===== config.mk =====
export PLATFORM = sky130hd
export DESIGN_NAME = pgwr_commit
export DESIGN_NICKNAME = d
export VERILOG_FILES = /design/src/rtl/pgwr_pkg.sv /design/src/rtl/pgwr_latch.sv /design/src/rtl/pgwr_timer.sv /design/src/rtl/pgwr_commit.sv
export SDC_FILE = /design/constraint.sdc
export NUM_CORES = 1
export LEC_CHECK = 0
export BUFFER_PORTS_ARGS = -buffer_cell sky130_fd_sc_hd__clkbuf_2
export CELL_PAD_IN_SITES_DETAIL_PLACEMENT = 0
export CELL_PAD_IN_SITES_GLOBAL_PLACEMENT = 2
export CORE_ASPECT_RATIO = 1.2
export CORE_MARGIN = 2
export CORE_UTILIZATION = 42
export CTS_CLUSTER_DIAMETER = 50
export DETAILED_ROUTE_END_ITERATION = 10
export HOLD_SLACK_MARGIN = 0.06
export PLACE_DENSITY_LB_ADDON = 0.1
export SKIP_LAST_GASP = 1
export SLEW_MARGIN = 15
export SYNTH_ARGS = -nofsm -noshare
export SYNTH_HDL_FRONTEND = slang
export SYNTH_SLANG_ARGS = --single-unit

===== constraint.sdc =====
create_clock -name clk -period 1.98 [get_ports clk]
set_input_delay 0.099 -clock clk [delete_from_list [all_inputs] [get_ports clk]]
set_output_delay 0.099 -clock clk [all_outputs]
set_load 0.02 [all_outputs]

===== src/rtl/pgwr_pkg.sv =====
package pgwr_pkg;
  // Write protection covers the top quarter of the array: the two
  // most significant page bits both set, while the protect pin is high.
  function automatic logic upper_quarter_locked(input logic [1:0] page_top2,
                                                input logic wp_level);
    return wp_level && (page_top2 == 2'b11);
  endfunction
endpackage


===== src/rtl/pgwr_latch.sv =====
module pgwr_latch #(
  parameter int ADDR_W     = 13,
  parameter int PAGE_BYTES = 32,
  parameter int DATA_W     = 8,
  localparam int COL_W     = $clog2(PAGE_BYTES),
  localparam int PAGE_W    = ADDR_W - COL_W
) (
  input  logic                  clk,
  input  logic                  rst,
  input  logic                  clear,
  input  logic                  load_en,
  input  logic [ADDR_W-1:0]     load_addr,
  input  logic                  wr_en,
  input  logic [DATA_W-1:0]     wr_data,
  input  logic [COL_W-1:0]      rd_idx,
  output logic [DATA_W-1:0]     rd_data,
  output logic [PAGE_BYTES-1:0] valid_vec,
  output logic [PAGE_W-1:0]     page,
  output logic                  any_valid
);
  logic [DATA_W-1:0] store [PAGE_BYTES];
  logic [COL_W-1:0]  col;

  // Storage has no reset and a registered read, so it maps onto block RAM.
  always_ff @(posedge clk) begin
    if (wr_en) store[col] <= wr_data;
    rd_data <= store[rd_idx];
  end

  always_ff @(posedge clk) begin
    if (rst) begin
      col  <= '0;
      page <= '0;
    end else if (load_en) begin
      col  <= load_addr[COL_W-1:0];
      page <= load_addr[ADDR_W-1:COL_W];
    end else if (wr_en) begin
      col  <= col + 1'b1;  // wraps inside the page
    end
  end

  always_ff @(posedge clk) begin
    if (rst) begin
      valid_vec <= '0;
    end else begin
      if (clear) valid_vec <= '0;
      if (wr_en) valid_vec[col] <= 1'b1;
    end
  end

  assign any_valid = |valid_vec;
endmodule


===== src/rtl/pgwr_timer.sv =====
module pgwr_timer #(
  parameter int WRITE_CYCLES = 500000,
  parameter int PAGE_BYTES   = 32,
  localparam int CNT_W       = $clog2(WRITE_CYCLES + 1),
  localparam int COL_W       = $clog2(PAGE_BYTES)
) (
  input  logic             clk,
  input  logic             rst,
  input  logic             go,
  output logic             busy,
  output logic             done,
  output logic             scan_active,
  output logic [COL_W-1:0] scan_idx
);
  logic [CNT_W-1:0] cnt;

  always_ff @(posedge clk) begin
    if (rst) begin
      busy <= 1'b0;
      cnt  <= '0;
    end else if (!busy) begin
      if (go) begin
        busy <= 1'b1;
        cnt  <= '0;
      end
    end else if (done) begin
      busy <= 1'b0;
    end else begin
      cnt <= cnt + 1'b1;
    end
  end

  assign done        = busy && (cnt == CNT_W'(WRITE_CYCLES - 1));
  assign scan_active = busy && (cnt < CNT_W'(PAGE_BYTES));
  assign scan_idx    = cnt[COL_W-1:0];

  // the write cycle never outlasts its programmed length
  p_busy_bounded_r8: assert property (@(posedge clk) disable iff (rst)
    busy |-> (cnt < CNT_W'(WRITE_CYCLES)));

  // a new cycle always begins from a zero count
  p_busy_from_zero_r8: assert property (@(posedge clk) disable iff (rst)
    $rose(busy) |-> (cnt == '0));
endmodule


===== src/rtl/pgwr_commit.sv =====
module pgwr_commit
  import pgwr_pkg::*;
#(
  parameter int ADDR_W       = 13,
  parameter int DATA_W       = 8,
  parameter int PAGE_BYTES   = 32,
  parameter int WRITE_CYCLES = 500000,
  localparam int COL_W       = $clog2(PAGE_BYTES),
  localparam int PAGE_W      = ADDR_W - COL_W
) (
  input  logic              clk,
  input  logic              rst,
  input  logic              start_stb,
  input  logic              addr_load,
  input  logic [ADDR_W-1:0] addr_in,
  input  logic              byte_stb,
  input  logic [DATA_W-1:0] byte_data,
  input  logic              stop_stb,
  input  logic              stop_ok,
  input  logic              wp,
  output logic              busy,
  output logic              mem_we,
  output logic [ADDR_W-1:0] mem_addr,
  output logic [DATA_W-1:0] mem_wdata
);
  logic                  accept, start_acc, stop_acc, locked;
  logic                  commit_go, latch_clear, cycle_done;
  logic                  scan_active, any_valid;
  logic [COL_W-1:0]      scan_idx;
  logic [PAGE_BYTES-1:0] valid_vec;
  logic [PAGE_W-1:0]     page;

  // All bus-side strobes are gated off during the write cycle.
  assign accept      = !busy;
  assign start_acc   = start_stb && accept;
  assign stop_acc    = stop_stb && accept;
  assign locked      = upper_quarter_locked(page[PAGE_W-1 -: 2], wp);
  assign commit_go   = stop_acc && stop_ok && any_valid && !locked;
  assign latch_clear = start_acc || (stop_acc && !commit_go) || cycle_done;

  pgwr_latch #(
    .ADDR_W(ADDR_W), .PAGE_BYTES(PAGE_BYTES), .DATA_W(DATA_W)
  ) u_latch (
    .clk       (clk),
    .rst       (rst),
    .clear     (latch_clear),
    .load_en   (addr_load && accept),
    .load_addr (addr_in),
    .wr_en     (byte_stb && accept),
    .wr_data   (byte_data),
    .rd_idx    (scan_idx),
    .rd_data   (mem_wdata),
    .valid_vec (valid_vec),
    .page      (page),
    .any_valid (any_valid)
  );

  pgwr_timer #(
    .WRITE_CYCLES(WRITE_CYCLES), .PAGE_BYTES(PAGE_BYTES)
  ) u_timer (
    .clk         (clk),
    .rst         (rst),
    .go          (commit_go),
    .busy        (busy),
    .done        (cycle_done),
    .scan_active (scan_active),
    .scan_idx    (scan_idx)
  );

  // Write port registered in step with the latch's registered read.
  always_ff @(posedge clk) begin
    if (rst) begin
      mem_we   <= 1'b0;
      mem_addr <= '0;
    end else begin
      mem_we   <= scan_active && valid_vec[scan_idx];
      mem_addr <= {page, scan_idx};
    end
  end

  // array writes only happen inside a write cycle
  p_we_in_cycle_r4: assert property (@(posedge clk) disable iff (rst)
    mem_we |-> busy);

  // an unqualified STOP never opens a write cycle
  p_bad_stop_idle_r5: assert property (@(posedge clk) disable iff (rst)
    (stop_stb && !stop_ok && !busy) |=> !busy);

  // a protected target leaves the block idle
  p_wp_drop_r6: assert property (@(posedge clk) disable iff (rst)
    (stop_stb && !busy && wp && (page[PAGE_W-1 -: 2] == 2'b11)) |=> !busy);

  // the latched page cannot move during a write cycle
  p_page_frozen_r9: assert property (@(posedge clk) disable iff (rst)
    (busy && $past(busy)) |-> $stable(page));
endmodule


**Word-level counts from Yosys, hierarchy flattened**

Memories as Yosys holds them, arrays and structs flattened. A register that Yosys moved wholly into a read port is not among the register bits.
Index checks and enable logic that the tools add are counted.
W data, S select, Z words.

- Register bits after elaboration: 79
- Word-level logic and storage cells: 57
- Output and inout port bits: 23
- Input bits: 29
- Bits in writable memories: 256
- Memories: 1

- Add/subtract/negate cells: 2
- Reductions and logical operators: 22
- Bitwise logic cells: 1
- Mux-type cells: 17
- $lt $le $gt $ge: 4
- Eq/ne operators: 3

Memory list:

| name | depth | bits a word | rd ports | clocked after memory_dff | wr ports | RTL line | text |
|---|---|---|---|---|---|---|---|
| u_latch.store | 32 | 8 | 1 | 1 | 1 | pgwr_latch.sv:21 | `logic [DATA_W-1:0] store [PAGE_BYTES];` |

Operators by type and width:

| operator | count |
|---|---|
| $mux W32 | 3 |
| $mux W19 | 3 |
| $or A32 B32 Y32 | 1 |
| $reduce_or A32 Y1 | 1 |
| $add A19 B1 Y19 const B | 1 |
| $eq A19 B19 Y1 const B | 1 |
| $lt A19 B6 Y1 const B | 1 |
| $logic_and A1 B1 Y1 | 13 |
| $lt A5 B6 Y1 const B | 2 |
| $mux W5 | 2 |
| $mux W1 | 7 |
| $add A5 B1 Y5 const B | 1 |
| $bmux W1 S5 | 1 |
| $demux W1 S5 | 1 |
| $ge A5 B1 Y1 const B | 1 |
| $reduce_bool A2 Y1 | 2 |
| $logic_not A1 Y1 | 3 |
| $eq A2 B2 Y1 const B | 1 |
| $logic_or A1 B1 Y1 | 2 |
| $ne A2 B2 Y1 const B | 1 |
| $reduce_and A2 Y1 | 1 |

**Logic depth before layout (Yosys ltp)**

- Depth in word-level cells: 13
- Mapped depth: 8
- Gate-level depth less buffers: 6

**Modules after synthesis**

A second synthesis with hierarchy kept.

- Cells, all modules: 844
- Area, all modules: 13,807.0 um^2

By module, submodules not included:

| module | cells each | times used | seq. area each (um^2) | area an instance (um^2) |
|---|---|---|---|---|
| pgwr_latch | 640 | 1 | 8,748.4 | 11,916.4 |
| pgwr_timer | 147 | 1 | 400.4 | 1,186.1 |
| pgwr_commit | 57 | 1 | 280.3 | 704.4 |

**Least setup slack after synthesis**

Ideal clock, no wire load.

- Path kind: register to register
- From: register u_timer.cnt[1]
- To: register u_latch.rd_data[7] (read register of u_latch.store)
- Stages on the path, launching flop included: 6
- Required time: 1.859 ns
- Clock period less this slack: 2.126 ns
- Setup time: 0.121 ns
- Path buffers: 2
- Path slack: -0.146 ns
- Arrival time: 2.006 ns
- Cell sequence: dfxtp_1 buf_2 buf_1 mux4_2 mux4_2 mux2_2

RTL lines:

| item | RTL line | text |
|---|---|---|
| start, declared | pgwr_timer.sv:15 | `logic [CNT_W-1:0] cnt;` |
| start signal, assigned | pgwr_timer.sv:29 | `cnt <= cnt + 1'b1;` |
| end, declared | pgwr_latch.sv:16 | `output logic [DATA_W-1:0] rd_data,` |

==> flow_summary.ini <==
[grt]
grtUsageTotal = 0.209
grt_antenna_before_repair = 0
grt_pass1_vias = 8841
grt_pass1_wl_um = 53200
grt_max_degree = 50
overflow = 0

[placement]
io_buffers = 51
hpwl_um = 22300
place_worst_setup_slack_ns = -0.294
gp_congestion = 0.807
place_inst = 1373

[routing]
wl_per_cell_um = 24.3
drt_iter0_drc = 543
drt_first_pass_iters = 6
ant_nets = 0
drcViolationCount = 0
vias = 8355
via_per_inst = 5.63
drt_wl_total_um = 36000

[synth]
syn_area_sq_um = 13800
synth-main-ff-cell = edfxtp_1
netlist_top_cells_area = edfxtp_1 56%, mux4_2 13%, dfxtp_1 13%
syn_avg_cell_area_sq_um = 16.3
synth_cells = 851
synth.most_common_cell = edfxtp_1
yosys_warnings = 0
async_reset_ff_frac = 0
ys_ff_latch = 343
syn-num-nets = 885
synth_top_cell_area_share = 0.556
yosys.area.top_type = edfxtp_1
synth_common_cells = 256 x edfxtp_1, 87 x dfxtp_1, 80 x mux4_2
synth_cell_types = 46
synth_edf_count = 256
yosysSeqAreaShare = 0.682

[setup_path]
crit_family = multiplexers
worst-path-buf-inv = 2
cp.arrival_ns = 2.55
regToRegStartpoint = u_timer.cnt[0]$_SDFFE_PP0P_
cpPeakStageDelay_ns = 0.54
crit_type = flip-flop to flip-flop
crit_required_ns = 2.39
cp-end-kind = flip-flop
cpMaxStageDelayCell = mux4_2
crit_top_cell = mux4_2
path_cells = buf_12, buf_16, mux4_2, mux4_2, mux2_2
start_kind = flip-flop
crit_start = u_timer.cnt[0]$_SDFFE_PP0P_
critPathMaxFanout = 5

[power]
combPwrFrac = 0.084
p_seq_frac = 0.488
pwr-share-clk = 0.428
switching_share = 0.221
peakVddDrop_uv = 580
leakage_nw = 6.31
power_switching_w = 0.00358
p_per_area_nw_per_um2 = 897
internal-power_w = 0.0126

[sta]
max_freq_mhz = 468
relSlewSlack = 0.551
hold_violations = 0
finalClockSkew_ns = 0.0116
grt_setup_unrepaired = yes
worst_slack_ns = -0.157
finalSetupViolations = 29
slew_violations = 0
fin_crit_ns = 2.14
period_share = 1.08
worstMarginPinSlew_ns = 0.673

[floorplanning]
fp-row-count = 72
die_y_um = 203
start_util = 0.428
core_sq_um = 32300
dieArea_sq_um = 34400
die_w_um = 170
num_io_pins = 52

[min_path]
hold_start = byte_stb
hp-class = primary input to flip-flop

[cts]
numClockSinks = 343
htree_levels = 2
cts_root_buffer = clkbuf_16
cts_buffers = 38
clkSlewWorstSetupHoldPaths_ns = 0.06
clock_latency_ns = 0.53
cts_tree = yes
cts.path.max_buffers = 3

[cells_and_area]
fin_nets = 1083
fin_cells = 1485
drive_gt1_frac = 0.381
syn2layout_area_growth_pct = 30.7
antenna_cells = 0

[status]
status = finished with violations
violations = setup timing

[flow_run]
cap_violations = 0
[sequential cells by signal (all words and copies together), names as in the netlist]
register           count
mem_addr              13
mem_we                 1
u_latch.col            5
u_latch.page           8
u_latch.rd_data        8
u_latch.store        256
u_latch.valid_vec     32
u_timer.busy           1
u_timer.cnt           19
[power groups by stage]
stage / Combinational, W / Sequential [W] / Clock [W]
2_1_floorplan: 0.000580 / 0.00806 / 0
3_5_place_dp: 0.00108 / 0.00806 / 0
5_1_grt: 0.00145 / 0.00792 / 0.00740
3_3_place_gp: 0.00106 / 0.00805 / 0
4_1_cts: 0.00127 / 0.00791 / 0.00712
6_report: 0.00136 / 0.00791 / 0.00694
[logic make-up (layout without fill, tap and decap cells)]
family,after synthesis,after routing,share of synthesized area
AO/OA/AOI/OAI,107,107,0.0485
XOR/XNOR,2,2,0.00127
adder cells (fa/ha/maj),5,5,0.00452
buffers and inverters,101,328,0.0315
flip-flops,343,343,0.682
multiplexers,115,115,0.167
AND/OR/NAND/NOR,178,178,0.0655
[path summary, 6_finish.rpt]
check                                  to  slack (ns)  cells past startpoint
max            u_latch.rd_data[1]$_DFF_P_       -0.16                      5
min           u_latch.col[0]$_SDFFE_PP0P_        0.08                      5
max reg2reg    u_latch.rd_data[1]$_DFF_P_       -0.16                      5
min reg2reg  u_latch.page[5]$_SDFFE_PP0P_        0.45                      2
[routing by layer]
metal / share of wire / vias up / GRT usage
met1: 0.39 / 4302 / 0.254
met3: 0.045 / 75 / 0.0329
met5: 0 / - / 0
li1: - / 3722 / -
met4: 0.039 / 0 / 0.0842
met2: 0.52 / 256 / 0.371
[cells in the final DEF (no fill, tap or decap), types with 17 or more instances in the layout]
master | netlist | routed
a21oi_1 | 57 | 53
buf_12 | 1 | 51
buf_4 | 0 | 74
clkbuf_16 | 0 | 47
clkbuf_2 | 0 | 51
dfxtp_1 | 87 | 78
edfxtp_1 | 256 | 256
inv_1 | 40 | 39
mux4_2 | 80 | 87
nand2_1 | 59 | 59
nand3_1 | 27 | 22
nor2b_1 | 17 | 17
o211ai_1 | 33 | 33
[timing repair]
action	4_1_cts	5_1_grt
cloned	7	9
resized for setup	43	56
setup endpoints to repair	59	61
pin swaps	27	31
endpoints found under the hold margin	13	1
hold buffers	13	1
setup buffers	11	8
[cell type report]
class / instances / area [sq um]
clock buffer: 46 / 1020
clock inverter: 23 / 223
fill: 2485 / 14300
inverter: 40 / 150
multi-input combinational: 407 / 4240
sequential: 343 / 9450
tap: 407 / 509
timing repair buffer: 219 / 2480
[tightest hold or removal path: cells and delay by family]
| family | cells | cell delay, ns |
|---|---|---|
| simple gates | 3 | 0.20 |
| buf+inv | 1 | 0.11 |
| compound gates | 1 | 0.14 |
[per-stage QoR]
step | hold slack [ns] | area (sq um) | total power (W) | TNS (ns) | utilization
2_1_floorplan | 0.198 | 13800 | 0.00864 | -0.205 | -
3_3_place_gp | 0.324 | 15800 | 0.00911 | -5.68 | 0.489
3_5_place_dp | 0.330 | 15800 | 0.00914 | -6.56 | 0.489
4_1_cts | 0.0639 | 17600 | 0.0163 | -4.64 | 0.545
5_1_grt | 0.0868 | 18100 | 0.0168 | -6.96 | 0.559
6_report | 0.0822 | 18100 | 0.0162 | -2.01 | 0.559
Power figures use the tool's default switching activity.
